$ cat src/rtl/krc_pkg.sv
package krc_pkg;
  typedef enum logic [1:0] {
    SEL_CAUSE = 2'd0,
    SEL_CTRL  = 2'd1,
    SEL_CFG   = 2'd2,
    SEL_ISO   = 2'd3
  } regSel_e;

  // strobes from control to datapath
  typedef struct packed {
    logic cfgWe;
    logic isoWe;
    logic fire;
  } strobe_t;

  localparam int TRIG_BIT = 16;
endpackage

$ cat src/rtl/krc_control.sv
module krc_control
  import krc_pkg::*;
#(
  parameter int          NUM_WDOG   = 4,
  parameter logic [15:0] UNLOCK_KEY = 16'h5A69,
  localparam int         CAUSE_W    = NUM_WDOG + 2
) (
  input  logic                clk,
  input  logic                rstN,
  input  logic [1:0]          regAddr,
  input  logic                busWrEn,
  input  logic [TRIG_BIT:0]   ctrlData,
  input  logic                extRstReq,
  input  logic [NUM_WDOG-1:0] wdogTrip,
  output strobe_t             strb,
  output logic [CAUSE_W-1:0]  causeCode,
  output logic                unlocked
);
  regSel_e sel;
  logic selCtrl, selCfg, selIso, guardedWr, keyMatch, swTrig;
  logic extPrev, extRise;
  logic [NUM_WDOG-1:0] wdogPrev, wdogRise;

  assign sel       = regSel_e'(regAddr);
  assign selCtrl   = (sel == SEL_CTRL);
  assign selCfg    = (sel == SEL_CFG);
  assign selIso    = (sel == SEL_ISO);
  assign guardedWr = busWrEn && (selCtrl || selCfg);
  assign keyMatch  = (ctrlData[15:0] == UNLOCK_KEY);

  // unlock window: opened by key, consumed by next guarded write
  always_ff @(posedge clk or negedge rstN) begin
    if (!rstN) unlocked <= 1'b0;
    else if (guardedWr) begin
      if (unlocked)                  unlocked <= 1'b0;
      else if (selCtrl && keyMatch)  unlocked <= 1'b1;
    end
  end

  always_ff @(posedge clk or negedge rstN) begin
    if (!rstN) begin
      extPrev  <= 1'b0;
      wdogPrev <= '0;
    end else begin
      extPrev  <= extRstReq;
      wdogPrev <= wdogTrip;
    end
  end

  assign extRise  = extRstReq & ~extPrev;
  assign wdogRise = wdogTrip & ~wdogPrev;
  assign swTrig   = busWrEn && selCtrl && unlocked && !ctrlData[TRIG_BIT];

  // priority: external, software, lowest watchdog
  always_comb begin
    logic found;
    causeCode = '0;
    found     = 1'b0;
    if (extRise) begin
      causeCode[0] = 1'b1;
      found        = 1'b1;
    end else if (swTrig) begin
      causeCode[1] = 1'b1;
      found        = 1'b1;
    end
    for (int k = 0; k < NUM_WDOG; k++) begin
      if (!found && wdogRise[k]) begin
        causeCode[k+2] = 1'b1;
        found          = 1'b1;
      end
    end
  end

  assign strb.fire  = extRise || swTrig || (|wdogRise);
  assign strb.cfgWe = busWrEn && selCfg && unlocked;
  assign strb.isoWe = busWrEn && selIso;
endmodule

$ cat src/rtl/krc_datapath.sv
module krc_datapath
  import krc_pkg::*;
#(
  parameter int           DATA_W    = 32,
  parameter int           CFG_W     = 16,
  parameter int           ISO_W     = 32,
  parameter int           CAUSE_W   = 6,
  parameter logic [CFG_W-1:0] SOFT_CODE = 16'h300F,
  parameter logic [ISO_W-1:0] ISO_RST   = '1
) (
  input  logic               clk,
  input  logic               rstN,
  input  logic [1:0]         regAddr,
  input  logic [DATA_W-1:0]  wData,
  input  strobe_t            strb,
  input  logic [CAUSE_W-1:0] causeCode,
  output logic [DATA_W-1:0]  busRData,
  output logic               rstReqPulse,
  output logic               rstIsSoft,
  output logic [CFG_W-1:0]   cfgVal,
  output logic [ISO_W-1:0]   isoVal
);
  localparam logic [DATA_W-1:0] CTRL_READ = DATA_W'(1) << TRIG_BIT;

  logic [CAUSE_W-1:0] causeVal;

  always_ff @(posedge clk or negedge rstN) begin
    if (!rstN) begin
      cfgVal <= '0;
      isoVal <= ISO_RST;
    end else begin
      if (strb.cfgWe) cfgVal <= wData[CFG_W-1:0];
      if (strb.isoWe) isoVal <= wData[ISO_W-1:0];
    end
  end

  always_ff @(posedge clk or negedge rstN) begin
    if (!rstN) begin
      causeVal    <= '0;
      rstReqPulse <= 1'b0;
      rstIsSoft   <= 1'b0;
    end else begin
      rstReqPulse <= strb.fire;
      if (strb.fire) begin
        causeVal  <= causeCode;
        rstIsSoft <= (cfgVal == SOFT_CODE);
      end
    end
  end

  always_comb begin
    unique case (regSel_e'(regAddr))
      SEL_CAUSE: busRData = DATA_W'(causeVal);
      SEL_CTRL:  busRData = CTRL_READ;
      SEL_CFG:   busRData = DATA_W'(cfgVal);
      default:   busRData = DATA_W'(isoVal);
    endcase
  end
endmodule

$ cat src/rtl/keyed_reset_ctrl.sv
module keyed_reset_ctrl
  import krc_pkg::*;
#(
  parameter int NUM_WDOG = 4,
  parameter int CFG_W    = 16,
  parameter int ISO_W    = 32,
  parameter logic [15:0]      UNLOCK_KEY = 16'h5A69,
  parameter logic [CFG_W-1:0] SOFT_CODE  = 16'h300F,
  localparam int DATA_W  = 32,
  localparam int CAUSE_W = NUM_WDOG + 2
) (
  input  logic                clk,
  input  logic                rstN,
  input  logic [3:0]          busAddr,
  input  logic                busWrEn,
  input  logic [DATA_W-1:0]   busWData,
  output logic [DATA_W-1:0]   busRData,
  input  logic                extRstReq,
  input  logic [NUM_WDOG-1:0] wdogTrip,
  output logic                rstReqPulse,
  output logic                rstIsSoft
);
  strobe_t            strb;
  logic [CAUSE_W-1:0] causeCode;
  logic               unlocked;
  logic [CFG_W-1:0]   cfgVal;
  logic [ISO_W-1:0]   isoVal;
  logic [1:0]         unusedAddrBits;

  assign unusedAddrBits = busAddr[1:0];

  krc_control #(.NUM_WDOG(NUM_WDOG), .UNLOCK_KEY(UNLOCK_KEY)) u_ctl (
    .clk(clk), .rstN(rstN), .regAddr(busAddr[3:2]), .busWrEn(busWrEn),
    .ctrlData(busWData[TRIG_BIT:0]), .extRstReq(extRstReq),
    .wdogTrip(wdogTrip), .strb(strb), .causeCode(causeCode),
    .unlocked(unlocked)
  );

  krc_datapath #(
    .DATA_W(DATA_W), .CFG_W(CFG_W), .ISO_W(ISO_W), .CAUSE_W(CAUSE_W),
    .SOFT_CODE(SOFT_CODE)
  ) u_dp (
    .clk(clk), .rstN(rstN), .regAddr(busAddr[3:2]), .wData(busWData),
    .strb(strb), .causeCode(causeCode), .busRData(busRData),
    .rstReqPulse(rstReqPulse), .rstIsSoft(rstIsSoft),
    .cfgVal(cfgVal), .isoVal(isoVal)
  );
endmodule

$ cat config.mk
export PLATFORM = sky130hd
export DESIGN_NAME = keyed_reset_ctrl
export DESIGN_NICKNAME = d
export VERILOG_FILES = /design/src/rtl/krc_pkg.sv /design/src/rtl/krc_control.sv /design/src/rtl/krc_datapath.sv /design/src/rtl/keyed_reset_ctrl.sv
export SDC_FILE = /design/constraint.sdc
export NUM_CORES = 1
export LEC_CHECK = 0
export CAP_MARGIN = 15
export CORE_MARGIN = 2
export CORE_UTILIZATION = 43
export CTS_CLUSTER_DIAMETER = 150
export DETAILED_ROUTE_END_ITERATION = 8
export GPL_TIMING_DRIVEN = 1
export PLACE_DENSITY = 0.81
export SKIP_CTS_REPAIR_TIMING = 1
export SLEW_MARGIN = 20
export SYNTH_ARGS = -nofsm -noshare
export SYNTH_HDL_FRONTEND = slang
export SYNTH_SLANG_ARGS = --single-unit
$ cat constraint.sdc
create_clock -name clk -period 2.6 [get_ports clk]
set_input_delay 0.78 -clock clk [delete_from_list [all_inputs] [get_ports clk]]
set_output_delay 0.78 -clock clk [all_outputs]
set_load 0.05 [all_outputs]
# Yosys cells after proc, flatten, opt, wreduce, memory -nomap -nowiden
# Index checks and enable logic that the tools add are counted.
# word_totals
reg_bits	62
inputBits	44
out_inout_bits	34
# classes
n_eq_ne	5
muxes	14
bitwise_logic	4
reduce_logical	22
# ops
operator	count
one-hot mux 32 bit (3 select lines)	1
equality test 16 x 14 -> 1 bit (second input constant)	1
equality test 16 x 15 -> 1 bit (second input constant)	1
two-way mux 1 bit	13
logical AND 1 bit	12
logical NOT 1 bit	5
bitwise AND 4 bit	1
equality test 2 bit (second input constant)	2
inverter 4 bit	1
OR reduction 4 bit	1
logical OR 1 bit	3
equality test 2 x 1 -> 1 bit (second input constant)	1
logical NOT 2 bit	1
bitwise AND 1 bit	1
inverter 1 bit	1

# Logic depth before layout (Yosys ltp)
# depth
ltp_word	18
mapped_depth	6
ltp_nobuf	6

# By module
# A second synthesis with hierarchy kept.
# hier_totals
cells_unflattened	222
hier_area_um2	3015.4
# modules_own_cells
mod	instances	cells_per_inst	area_each_um2
krc_datapath	1	184	2595.0
krc_control	1	38	420.4

# Least setup slack after synthesis
# Ideal clock, no wire load.
# synth_path
path_kind	input to output
startpoint	in busAddr[2]
endpoint	out busRData[4]
t_arrival_ns	2.304
setup_slack_ns	-0.484
stages	5
path_buffers	1
path_cell_list	inv_1 -> ha_1 -> buf_4 -> a22oi_1 -> o21ai_0
# synth_between
elab_chain_cells	2
elab_cells_between_ends	4
classes_between	eq/ne (2); mux (1); reduce/logical (1)
# synth_rtl
element	line_no	source
start: declaration	keyed_reset_ctrl.sv:14	input logic [3:0] busAddr,
equality test 2 bit (tied with other cells)	krc_datapath.sv:52	unique case (regSel_e'(regAddr))
one-hot mux 32 bit (3 select lines) *	krc_datapath.sv:52	
end: declaration	keyed_reset_ctrl.sv:17	output logic [DATA_W-1:0] busRData,
# Mark *: on every way between the ends. The rest lies on a longest branch, timed or not.

# Final worst setup path
# layout_path
startpoint	in busAddr[3]
endpoint	out busRData[16]
# Same word-level chain as after synthesis.

==> results.sh <==
export IMPL_syn2layout_area_growth_pct=52.54
export IMPL_drive_gt1_frac=0.5506
export IMPL_setup_viol=0
export IMPL_postRouteAntennaNets=0
export IMPL_r2r_end="u_dp.rstIsSoft"
export IMPL_regArea_sq_um=1592
export IMPL_worstPathMaxFanout=3
export IMPL_worst_endpoint_arrival_ps=1790
export IMPL_clockBufferDepth=2
export IMPL_yosysSeqAreaShare=0.5579
export IMPL_synth_most_common_cell="mux2_2"
export IMPL_r2r_start="u_ctl.unlocked"
export IMPL_cp_cell_sequence="buf_4, buf_4, inv_2, buf_4, ha_2, mux2_4, buf_12"
export IMPL_cts_htree_levels=3
export IMPL_io_buffers=75
export IMPL_synthFlopType="dfstp_2"
export IMPL_use_met1=0.2430
export IMPL_synth_avg_cell_area_sq_um=13.15
export IMPL_gr_usage_met3=0.03794
export IMPL_diodes=0
export IMPL_final_max_slew_viol_count=0
export IMPL_cts_sinks=62
export IMPL_wire_per_inst_um=16.71
export IMPL_synth_cells_most_frequent="mux2_2, dfstp_2, dfrtp_1"
export IMPL_synth_enable_flop_cells=0
export IMPL_grt_max_degree=24
export IMPL_dieWidth_um=85.45
export IMPL_synth_top_area_frac=0.2947
export IMPL_layout_setup_ws_ps=25.42
export IMPL_gp_congestion=0.8203
export IMPL_clk_latency_ps=330
export IMPL_ys_types=31
export IMPL_initial_utilization=0.4467
export IMPL_dr_pass1_iters=4
export IMPL_power_density_nw_per_um2=583.2
export IMPL_status="finished, final reports clean"
export IMPL_critPathRequiredTime_ps=1820
export IMPL_ir_drop_mv=0.4538
export IMPL_max_freq_ghz=0.3884
export IMPL_die_y_um=85.45
export IMPL_crit_top_cell="buf_4"
export IMPL_yosysWarningCount=0
export IMPL_place_hpwl_mm=4.730
export IMPL_layout_min_cycle_time_ps=2575
export IMPL_root_buffer="clkbuf_8"
export IMPL_grt_remaining_overflow=0
export IMPL_multi_input_area_sq_um=1318
export IMPL_netlist_area_sq_um=2853
export IMPL_numCtsBuffers=9
export IMPL_finalHoldWorstSlack_ps=406.9
export IMPL_netlist_top_cells_area="dfstp_2, dfrtp_1, mux2_2"
export IMPL_io_pins=78
export IMPL_slew_headroom=0.6663
export IMPL_busiest_layer="met2"
export IMPL_pre_cts_ws_ps=-725.1
export IMPL_min_path_type="in -> async"
export IMPL_hold_violations=0
export IMPL_dieArea_sq_um=7302
export IMPL_core_sq_um=6386
export IMPL_grt_pass1_wl_mm=10.47
export IMPL_via_count=2047
export IMPL_skew_ps=7.126
export IMPL_maxCapViolCount=0
export IMPL_synth_top_area_cell="dfstp_2"
export IMPL_synth_seq_cells=62
export IMPL_grt_pass1_vias=2149
export IMPL_startpoint_type="primary input"
export IMPL_slowest_delay_ps=280
export IMPL_r2r_slack_ps=1310
export IMPL_n_fill_cell=457
export IMPL_r2r_cells=4
export IMPL_synth_nets=266
export IMPL_antenna_found_initial=0
export IMPL_drtIter0Drc=114
export IMPL_netlist_instances=217
export IMPL_tritoncts="yes"
export IMPL_use_met2=0.3097
export IMPL_drc=0
export IMPL_rows=29
export IMPL_fin_crit_sh=0.9902
export IMPL_routed_wirelength_mm=6.567
export IMPL_via_per_inst=5.209
export IMPL_gr_usage_all_layers=0.1894
export IMPL_nets=360
export IMPL_slowest_stage="mux2_4"
export IMPL_clk_pin_slew_ps=70
export IMPL_cp_end_kind="output pin"
export IMPL_worst_setup_path_type="in -> out"
export IMPL_cellLeakagePower_uw=0.001854
export IMPL_tightest_slew_ps=500.6
export IMPL_synthArstFlopShare=1.000
-- through the flow --
| stage | utilization | area (sq um) | instances | setup TNS, ps | total power (uW) |
|---|---|---|---|---|---|
| 6_report | 0.6814 | 4352 | 393 | 0 | 2538 |
| 5_1_grt | 0.6814 | 4352 | 393 | -6.282 | 2639 |
| 4_1_cts | 0.6522 | 4165 | 390 | -14320 | 2523 |
| 3_5_place_dp | 0.6268 | 4003 | 374 | -14550 | 1802 |
| 3_3_place_gp | 0.6268 | 4003 | 374 | -12600 | 1783 |
| 2_1_floorplan | - | 2870 | 217 | -717.4 | 1503 |
-- report_power, final --
part	total [uW]	internal (uW)	switching, uW
logic	631	326	305
clock network	718	370	348
registers	1190	1140	49.9
-- cells by family (layout without fill, tap and decap cells) --
group           after synthesis  in the layout  synth area share
mux                          50             50            0.1969
flops                        62             62            0.5579
simple gates                 59             59            0.1320
fa+ha+maj                     5              5           0.02193
buf+inv                      14            113           0.02456
compound gates               27             27           0.06667
-- state kept, by name, indices dropped and copies added, names as in the netlist --
| name | cells |
|---|---|
| u_ctl.wdogPrev | 4 |
| u_dp.isoVal | 32 |
| u_dp.rstIsSoft | 1 |
| u_dp.causeVal | 6 |
| u_ctl.unlocked | 1 |
| u_ctl.extPrev | 1 |
| u_dp.rstReqPulse | 1 |
| u_dp.cfgVal | 16 |
-- how the worst max path moves through the flow --
stage	startpoint	endpoint	slack (ps)	depth (start not counted)
floorplan	busAddr[2]	busRData[13]	-120	3
CTS	busAddr[2]	busRData[6]	-740	6
finish	busAddr[3]	busRData[16]	30	7
global route	busAddr[3]	busRData[16]	-6	7
detailed placement	busAddr[2]	busRData[6]	-730	6
global placement	busAddr[2]	busRData[12]	-620	6
-- critical path: cells and delay by family --
kind,cells,cell delay (ps)
adder cells (fa/ha/maj),1,170
buffers and inverters,5,560
multiplexers,1,280
-- layout make-up --
| cell class | count | area share |
|---|---|---|
| inverter | 4 | 0.004025 |
| sequential | 62 | 0.3657 |
| timing repair buffer | 93 | 0.2680 |
| tap | 77 | 0.02214 |
| multi-input combinational | 141 | 0.3028 |
| clock buffer | 14 | 0.03508 |
| clock inverter | 2 | 0.002300 |
-- metal layers --
layer / vias to the layer above / share of wire
met5: - / 0
met4: 0 / 0.018
met3: 10 / 0.040
met2: 51 / 0.49
met1: 1013 / 0.45
li1: 973 / -
-- placed cells by master (no fill, tap or decap), types with 3 or more instances in the layout --
cell type	count
ha_4	3
dfrtp_1	30
buf_6	10
nand2b_1	3
a22o_4	3
dfstp_2	32
buf_4	15
mux2_2	48
nor4bb_1	4
nor2_1	5
clkdlybuf4s50_1	40
and2_1	15
nand2_1	14
nor2b_1	4
o21ai_2	6
buf_12	26
a22oi_2	4
clkbuf_8	10
a22o_2	5
clkbuf_1	4
Power figures use the tool's default switching activity.
